**src/rtl/wdt_interval_timer.sv**
```systemverilog
module wdt_interval_timer #(
  parameter int PRE_W    = 12,
  parameter int BASE_LOG = 5
) (
  input  logic       clk,
  input  logic       rst_n,
  input  logic       wr_en,
  input  logic       addr,
  input  logic [7:0] wdata,
  output logic [7:0] rdata,
  input  logic       irq_en,
  output logic       rst_req,
  output logic       rst_kind,
  output logic       irq
);
  logic [PRE_W-1:0] pre_q;
  logic [7:0]       cnt_q;
  logic [2:0]       sel_q;
  logic             run_q, wdog_q, kind_q, wflag_q, iflag_q;

  logic [PRE_W-1:0] tap_mask;
  logic             tick, wr_ctl, wr_cnt, step, wrap;

  assign tap_mask = (PRE_W'(1) << (BASE_LOG + int'(sel_q))) - PRE_W'(1);
  assign tick     = (pre_q & tap_mask) == tap_mask;
  assign wr_ctl   = wr_en && !addr;
  assign wr_cnt   = wr_en && addr;
  assign step     = run_q && tick && !wr_cnt;
  assign wrap     = step && (cnt_q == 8'hFF);

  always_ff @(posedge clk or negedge rst_n) begin
    if (!rst_n) begin
      pre_q    <= '0;
      cnt_q    <= '0;
      sel_q    <= '0;
      run_q    <= 1'b0;
      wdog_q   <= 1'b0;
      kind_q   <= 1'b0;
      wflag_q  <= 1'b0;
      iflag_q  <= 1'b0;
      rst_req  <= 1'b0;
      rst_kind <= 1'b0;
    end else begin
      pre_q <= pre_q + PRE_W'(1);
      if (wr_cnt)    cnt_q <= wdata;
      else if (step) cnt_q <= cnt_q + 8'd1;
      if (wr_ctl) begin
        run_q  <= wdata[7];
        wdog_q <= wdata[6];
        kind_q <= wdata[5];
        if (!run_q) sel_q <= wdata[2:0];
      end
      wflag_q <= (wrap && wdog_q)  || (wflag_q && !(wr_ctl && !wdata[4]));
      iflag_q <= (wrap && !wdog_q) || (iflag_q && !(wr_ctl && !wdata[3]));
      rst_req <= wrap && wdog_q;
      if (wrap && wdog_q) rst_kind <= kind_q;
    end
  end

  assign rdata = addr ? cnt_q : {run_q, wdog_q, kind_q, wflag_q, iflag_q, sel_q};
  assign irq   = iflag_q && irq_en;
endmodule


```
**config.mk**
```make
export PLATFORM = sky130hd
export DESIGN_NAME = wdt_interval_timer
export DESIGN_NICKNAME = d
export VERILOG_FILES = /design/src/rtl/wdt_interval_timer.sv
export SDC_FILE = /design/constraint.sdc
export NUM_CORES = 1
export LEC_CHECK = 0
export ABC_AREA = 0
export BUFFER_PORTS_ARGS = -buffer_cell sky130_fd_sc_hd__buf_2
export CORE_ASPECT_RATIO = 0.5
export CORE_MARGIN = 5
export CORE_UTILIZATION = 50
export CTS_CLUSTER_DIAMETER = 60
export DETAILED_ROUTE_END_ITERATION = 10
export PLACE_DENSITY = 0.74
export REMOVE_ABC_BUFFERS = 1
export SLEW_MARGIN = 20
export SYNTH_ARGS = -nofsm -noshare
export SYNTH_HDL_FRONTEND = slang
export SYNTH_SLANG_ARGS = --single-unit
```
**constraint.sdc**
```tcl
create_clock -name clk -period 2.1 [get_ports clk]
set_input_delay 0.315 -clock clk [delete_from_list [all_inputs] [get_ports clk]]
set_output_delay 0.315 -clock clk [all_outputs]
set_load 0.05 [all_outputs]
```
# == Word-level counts from Yosys, hierarchy flattened ==
# Cells that the tools add are included.
# classes
addsub,4
eq_ne,2
n_shift,1
muxes,3
bitwise,2
reduce_logical,23
# ops
cell,count
8-bit 2-to-1 mux,3
12-bit by 1-bit adder with 12-bit output (second input constant),1
12-bit AND,1
12-bit == test,1
1-bit logical AND,12
1-bit by 4-bit << shifter with 12-bit output (first input constant),1
12-bit by 2-bit subtractor with 12-bit output (second input constant),1
8-bit by 1-bit adder with 8-bit output (second input constant),1
8-bit == test (second input constant),1
1-bit zero test,7
3-bit by 3-bit adder with 4-bit output (first input constant),1
1-bit logical OR,2
2-bit AND reduction,1
2-bit nonzero test,1
1-bit inverter,1
# totals
regBits,30
in_bits,13
out_inout_bits,11
word_cells,45

# == Logic depth before layout (Yosys ltp) ==
# Gate-level depths: netlist (run 1).
# depth
word_depth,10
ltp_mapped,7
depth_no_buf,6

# == Least setup slack after synthesis (run 1) ==
# No wires, ideal clock.
# synth_timing
path_kind,register to register
from,register sel_q[2]
to,register rst_kind
setup_ns,0.128
t_arrival_ns,1.923
required_time_ns,1.972
setup_slack_ns,0.050
path_stages_with_launch,7
path_buffers,1
period_less_slack_ns,2.050
cell_sequence,dfrtp_1 a2bb2oi_1 a21o_1 or4_4 buf_6 nor4_4 mux2_1
# synth_via
elab_chain_cells,9
# synth_rtl
element,line,text
"start, declared",18,logic [2:0] sel_q;
"start signal, assigned",51,if (!run_q) sel_q <= wdata[2:0];
3-bit by 3-bit adder with 4-bit output *,24,assign tap_mask = (PRE_W'(1) << (BASE_LOG + int'(sel_q))) - PRE_W'(1);
1-bit by 4-bit << shifter with 12-bit output *,24,
12-bit by 2-bit subtractor with 12-bit output *,24,
12-bit AND,25,assign tick = (pre_q & tap_mask) == tap_mask;
12-bit == test *,25,
1-bit logical AND * (2 in a row),28,assign step = run_q && tick && !wr_cnt;
1-bit logical AND *,29,assign wrap = step && (cnt_q == 8'hFF);
1-bit logical AND *,56,if (wrap && wdog_q) rst_kind <= kind_q;
"end signal, assigned",56,
"end, declared",13,"output logic rst_kind,"
# Every way passes the cells marked *; elsewhere a longest branch is shown, timed or not.
# A chain may end at the register's enable or synchronous reset.

# == Worst setup path after layout (run 1) ==
# layout_timing
from,register sel_q[1]
to,register cnt_q[6]
# layout_via
elab_chain_cells,8
# layout_rtl
element,line,text
3-bit by 3-bit adder with 4-bit output *,24,
1-bit by 4-bit << shifter with 12-bit output *,24,
12-bit by 2-bit subtractor with 12-bit output *,24,
12-bit AND,25,
12-bit == test *,25,
1-bit logical AND * (2 in a row),28,
2-bit nonzero test (no source line) *,--,
"end signal, assigned",45,if (wr_cnt) cnt_q <= wdata;
"end signal, assigned",46,else if (step) cnt_q <= cnt_q + 8'd1;
"end, declared",17,logic [7:0] cnt_q;
# Marks and branches as above.

==> results of run 1 <==
-- worst max path at each step --
stage	start	to	slack [ns]	depth (start not counted)
global route	cnt_q[1]	rst_kind	-0.04	6
finish	sel_q[1]	cnt_q[6]	0.003	6
global placement	sel_q[2]	cnt_q[4]	0.07	5
floorplan	sel_q[2]	rst_kind	0.06	5
detailed placement	sel_q[2]	cnt_q[6]	0.0001	5
CTS	sel_q[2]	cnt_q[6]	0.009	5
-- state kept, by name, summed over array words and instances, names as in the netlist --
register / cells
wflag_q: 1
cnt_q: 8
iflag_q: 1
wdog_q: 1
rst_kind: 1
pre_q: 12
run_q: 1
kind_q: 1
rst_req: 1
sel_q: 3
-- critical path, delay by kind of cell, from the launching register on --
family          cells  cell delay (ns)
compound gates      4             0.75
buf+inv             1             0.19
simple gates        1             0.62
flops               1             0.40
-- cell usage in the layout (no fill, tap or decap), types with 2 or more instances in the layout --
cell       n
or4_1      4
o31ai_1    5
nor2_1    10
a31oi_1    5
or3_1      2
dfrtp_1   30
nand2b_1   3
conb_1     2
inv_1      6
clkbuf_8   5
or2_4      2
mux2_2     8
nand4_1    4
xnor2_1    9
nand2_1   20
or4_4      5
buf_2     23
nand3_1    7
and2_1     3
clkinv_2   2
o21ai_0    7
ha_1       3
a21oi_1    4
buf_4     18
-- where the power goes --
| group | switching (uW) | total (uW) | internal (uW) |
|---|---|---|---|
| combinational | 279 | 456 | 177 |
| clock | 228 | 576 | 349 |
| sequential | 48.2 | 668 | 620 |
| total | 555 | 1700 | 1150 |
-- area by class of cell --
type | instances | area (um2) | area share
flip-flops and latches | 30 | 751 | 0.365
inverters | 6 | 22.5 | 0.0109
well taps | 40 | 50.0 | 0.0243
clock buffers | 5 | 68.8 | 0.0334
multi-input cells | 123 | 876 | 0.426
clock inverters | 3 | 40.0 | 0.0195
repair buffers | 41 | 250 | 0.122
-- logic make-up (layout without fill, tap and decap cells) --
logic type / count (synthesis) / in the layout / share of synthesized area
adder cells (fa/ha/maj): 3 / 3 / 0.0235
buffers and inverters: 12 / 55 / 0.0329
AO/OA/AOI/OAI: 31 / 31 / 0.128
XOR/XNOR: 10 / 10 / 0.0549
multiplexers: 9 / 9 / 0.0635
flip-flops: 30 / 30 / 0.470
other: 1 / 2 / 0.00235
AND/OR/NAND/NOR: 66 / 68 / 0.225
-- synth_stat cells, types with 4 or more instances --
master / number
o21ai_0: 7
nor2_1: 10
mux2_2: 8
dfrtp_1: 30
inv_1: 6
nand2_1: 20
clkbuf_1: 4
nand3_1: 8
nand4_1: 4
a21oi_1: 4
o31ai_1: 6
xnor2_1: 9
or4_1: 7
a31oi_1: 6
-- metal layers --
layer / wire [um] / vias up / share of wire
met4: 82 / 0 / 0.020
met1: 1770 / 686 / 0.44
li1: - / 672 / -
met5: 0 / - / 0
met2: 1960 / 36 / 0.49
met3: 225 / 11 / 0.056
-- stage by stage --
stage | cell area, um2 | util
global route | 2060 | 0.679
CTS | 1930 | 0.637
finish | 2060 | 0.679
floorplan | 1570 | -
detailed placement | 1820 | 0.600
global placement | 1820 | 0.600
-- timing repair --
item,in CTS,in global routing
pin swaps,1,15
gates cloned,0,2
setup buffers,0,7
hold buffers,0,0
setup endpoints to repair,5,7
gates resized for setup,1,13
endpoints found under the hold margin,0,0
==> metrics.cfg, run 1 <==
[clock_network]
cts.sinks = 30
path_clk_slew_ns = 0.07
cts_buffer_depth = 2
cts-htree-levels = 2
numCtsBuffers = 5
root_buffer = clkbuf_8
cts_tree = done
clock_latency_ns = 0.28

[layout]
drive_above_1_share = 0.351
stdcell_count = 248
area_delta_synth_final_pct = 28.9
nNetsFinal = 223
n_antenna_cell = 0
fillers = 224

[outcome]
outcome = finished, final reports clean

[synthesis]
synth_area_leaders = dfrtp_1, mux2_2, xnor2_1
yosys.area.top_type = dfrtp_1
yosys_warnings = 0
syn-cell-area_um2 = 1600
synth_ff_type = dfrtp_1
ys_ff_latch = 30
netlist_instances = 162
syn_area_per_cell_um2 = 9.86
synth_top_area_frac = 0.470
ys_types = 38
synthArstFlopShare = 1.00
synth_edf_count = 0
seq_area_frac_synth = 0.470

[global_routing]
track_usage = 0.174
overflow = 0
grt_pass1_wl_mm = 6.22
met2_usage = 0.302
grt.busiest_layer = met2
use_met3 = 0.0456
use_met1 = 0.212
grt_pass1_vias = 1343
grt_start_max_net_pins = 31
antenna_found_initial = 0

[floorplanning]
ios = 24
die_y_um = 50.0
fp.dieW_um = 89.9
initial_utilization = 0.527
coreArea_um2 = 3030
rows = 14
die-area_um2 = 4490

[timing]
rsz0062_at_grt = true
finalHoldViolCount = 0
holdWs_ns = 0.0610
finalSetupViolCount = 0
layout_min_cycle_time_ns = 2.10
period_share = 0.998
fin_worst_skew_ns = 0.00416
tightest_slew_ns = 0.669
fmax_ghz = 0.477
finalWorstSetupSlack_ns = 0.00336
slew_viol_final = 0
setup_tns_ns = 0
slew_headroom = 0.554

[critical_path]
endpoint_kind = register
worstReg2RegEnd = cnt_q[6]
reg2reg_depth = 6
worstSetupPathType = reg -> reg
crit_required_ns = 2.25
critPathMaxFanout = 7
startpoint_type = register
max_stage_delay_ns = 0.62
rr_startpoint = sel_q[1]
cp_slowest_cell = or4_4
path_cells = a2bb2oi_2 > a21o_1 > or4_4 > buf_4 > o31ai_4 > a31oi_4
worst_ep_arrival_time_ns = 2.25
ff2ff_setup_slack_ns = 0.003

[drt]
drtIter0Drc = 66
drc = 0
drt_first_pass_iters = 4
vias = 1405
wl_per_cell_um = 16.3
wl_mm = 4.03
routed_via_density = 5.67
ant_nets = 0

[power]
ir_worst_vdd_mv = 0.509
power.total_uw = 1700
cellLeakagePower_uw = 0.000936
power.density_nw_per_um2 = 826

[worst_hold_path]
hp-class = in -> async

[placed_design]
dpl.hpwl_mm = 2.53
globalplace.congestion = 0.812
dp.cells = 231
place_ws_ns = 0.000144
io_buffers = 23

[flow_run]
maxCapViolations = 0

Note: power is estimated with default switching activity, not from simulation.
==> run 2: changes to the inputs <==
--- a/config.mk
+++ b/config.mk
@@ -7,11 +7,11 @@
 export LEC_CHECK = 0
 export ABC_AREA = 0
 export BUFFER_PORTS_ARGS = -buffer_cell sky130_fd_sc_hd__buf_2
-export CORE_ASPECT_RATIO = 0.5
-export CORE_MARGIN = 5
+export CORE_MARGIN = 1
 export CORE_UTILIZATION = 50
 export CTS_CLUSTER_DIAMETER = 60
 export DETAILED_ROUTE_END_ITERATION = 10
+export GPL_TIMING_DRIVEN = 0
 export PLACE_DENSITY = 0.74
 export REMOVE_ABC_BUFFERS = 1
 export SLEW_MARGIN = 20
==> run 2 against run 1 <==
Effect of this change:
- the flow now finishes with violations (negative hold slack)
- flip-flop and latch count stayed put
- final cell count fell by 3.6%
- first-iteration DRC count fell by 12%
- count of clock-buffer cells in the layout rose by 2
- global-route usage is 5.8 points higher
- utilization fell by 6.6 points
==> metrics.cfg, run 2 (same netlist as run 1, synthesis figures left out) <==
[outcome]
outcome = finished, violations left  ; was finished, final reports clean
violations = negative hold slack

[critical_path]
ff2ff_setup_slack_ns = 0.06  ; was 0.003 ns
rr_startpoint = sel_q[1]  ; unchanged
crit_required_ns = 2.35  ; was 2.25 ns
critPathMaxFanout = 8  ; was 7
worstReg2RegEnd = cnt_q[4]  ; was cnt_q[6]
path_delay_family = simple AND/OR/NAND/NOR gates  ; was compound AO/OA/AOI/OAI gates
path_cells = a2bb2oi_1 > a21o_1 > or4_4 > or4_1 > a31oi_1  ; was a2bb2oi_2 > a21o_1 > or4_4 > buf_4 > o31ai_4 > a31oi_4
worst_ep_arrival_time_ns = 2.29  ; was 2.25 ns
startpoint_type = register  ; unchanged
crit_cells = 5  ; was 6
critPathLaunch = sel_q[1]  ; unchanged
reg2reg_depth = 5  ; was 6
crit_buf_inv = 0  ; was 1
cp-endpoint = cnt_q[4]  ; was cnt_q[6]
endpoint_kind = register  ; unchanged
worstSetupPathType = reg -> reg  ; unchanged
cp_slowest_cell = or4_1  ; was or4_4
max_stage_delay_ns = 0.51  ; was 0.62 ns

[placed_design]
place_ws_ns = -0.114  ; was 0.000144 ns
globalplace.congestion = 0.798  ; was 0.812
dpl-instance-area_um2 = 1740  ; was 1820 um2
dpl.hpwl_mm = 2.32  ; was 2.53 mm
io_buffers = 23  ; unchanged

[timing]
fin_worst_skew_ns = 0.00734  ; was 0.00416 ns
fmax_ghz = 0.491  ; was 0.477 GHz
finalHoldViolCount = 2  ; was 0
holdWs_ns = -0.000653  ; was 0.0610 ns
slew_viol_final = 0  ; unchanged
slew_headroom = 0.557  ; was 0.554
finalSetupViolCount = 0  ; unchanged
period_share = 0.970  ; was 0.998
setup_tns_ns = 0  ; unchanged
finalWorstSetupSlack_ns = 0.0637  ; was 0.00336 ns
layout_min_cycle_time_ns = 2.04  ; was 2.10 ns
tightest_slew_ns = 0.664  ; was 0.669 ns
rsz0062_at_grt = true  ; unchanged

[power]
power.total_uw = 1410  ; was 1700 uW
pwr-share-comb = 0.268  ; about the same
cellLeakagePower_uw = 0.000839  ; was 0.000936 uW
p_seq_frac = 0.476  ; was 0.393
pwr-share-clk = 0.256  ; was 0.339
swShare = 0.348  ; was 0.326
p_int_uw = 919  ; was 1150 uW
power.density_nw_per_um2 = 753  ; was 826 nW/um2
ir_worst_vdd_mv = 0.474  ; was 0.509 mV
switchingPower_uw = 491  ; was 555 uW

[floorplanning]
fp.dieW_um = 58.5  ; was 89.9 um
rows = 20  ; was 14
initial_utilization = 0.523  ; was 0.527
coreArea_um2 = 3050  ; was 3030 um2
ios = 24  ; unchanged
die-area_um2 = 3420  ; was 4490 um2
die_y_um = 58.5  ; was 50.0 um

[global_routing]
grt_pass1_wl_mm = 5.77  ; was 6.22 mm
overflow = 0  ; unchanged
track_usage = 0.231  ; was 0.174
antenna_found_initial = 0  ; unchanged
grt_pass1_vias = 1261  ; was 1343
grt_start_max_net_pins = 31  ; unchanged

[clock_network]
numCtsBuffers = 5  ; unchanged
cts_tree = done  ; unchanged
cts_buffer_depth = 2  ; unchanged
clock_latency_ns = 0.33  ; was 0.28 ns
path_clk_slew_ns = 0.10  ; was 0.07 ns
cts-htree-levels = 2  ; unchanged
root_buffer = clkbuf_4  ; was clkbuf_8
cts.sinks = 30  ; unchanged

[drt]
routed_via_density = 5.55  ; was 5.67
drtIter0Drc = 58  ; was 66
ant_nets = 0  ; unchanged
vias = 1327  ; was 1405
wl_mm = 3.44  ; was 4.03 mm
drt_first_pass_iters = 4  ; unchanged
drc = 0  ; unchanged
wl_per_cell_um = 14.4  ; was 16.3 um

[layout]
fin_area_um2 = 1870  ; was 2060 um2
n_antenna_cell = 0  ; unchanged
drive_above_1_share = 0.287  ; was 0.351
regMostFlops = pre_q  ; unchanged
reg.largest.list = pre_q: 12 flops, cnt_q: 8 flops, sel_q: 3 flops  ; unchanged
most-common-layout-cells = dfrtp_1, buf_2, nand2_1  ; unchanged
fillers = 279  ; was 224
nNetsFinal = 210  ; was 223
area_delta_synth_final_pct = 17.3  ; was 28.9%
largest_reg_flops = 12  ; unchanged
final_common_cell = dfrtp_1  ; unchanged

[flow_run]
maxCapViolations = 0  ; unchanged

[worst_hold_path]
hp-class = in -> async  ; unchanged

## run 2: layout make-up
type / instances / area [um2] / share of cell area
Clock buffer: 7 / 55.1 / 0.0294
Clock inverter: 1 / 5.00 / 0.00267
Inverter: 6 / 22.5 / 0.0120
Multi-Input combinational cell: 122 / 822 / 0.439
Sequential cell: 30 / 753 / 0.402
Tap cell: 44 / 55.1 / 0.0294
Timing Repair Buffer: 29 / 160 / 0.0855
## run 2: how the worst min path moves through the flow
stage	to	slack, ns	cells past startpoint
detailed placement	wdog_q	0.39	1
global placement	rst_req	0.37	1
CTS	wdog_q	0.02	1
global route	wdog_q	0.03	1
floorplan	cnt_q[0]	0.02	0
finish	wdog_q	-0.0007	1
## run 2: what timing repair did
action,4_1_cts,5_1_grt
cloned,1,0
pin swaps,2,1
hold buffers,0,0
buffers inserted,4,2
hold endpoints to repair,0,0
endpoints found under the setup margin,7,8
resized for setup,2,4
## run 2: power groups by stage
stage | Combinational (uW) | Sequential (uW) | Clock, uW
final | 378 | 671 | 361
after global routing | 412 | 677 | 401
after CTS | 355 | 668 | 371
after detailed placement | 336 | 683 | 0
after global placement | 326 | 680 | 0
after floorplan | 255 | 666 | 0
## run 2: worst register-to-register path, cell delays in order (launching register included)
cell,delay [ns]
dfrtp_2,0.45
a2bb2oi_1,0.14
a21o_1,0.17
or4_4,0.49
or4_1,0.52
a31oi_1,0.19
## run 2: per-layer routing
metal,up-vias,track usage,part of all wire
met3,7,0.0681,0.056
met4,0,0.109,0.017
met2,33,0.355,0.50
met5,-,0,0
met1,639,0.303,0.43
li1,648,-,-
## run 2: per-stage QoR
step                      utilization  instances
after floorplan                     -        157
after global placement          0.570        224
after detailed placement        0.570        224
after CTS                       0.605        237
after global routing            0.614        239
final                           0.614        239
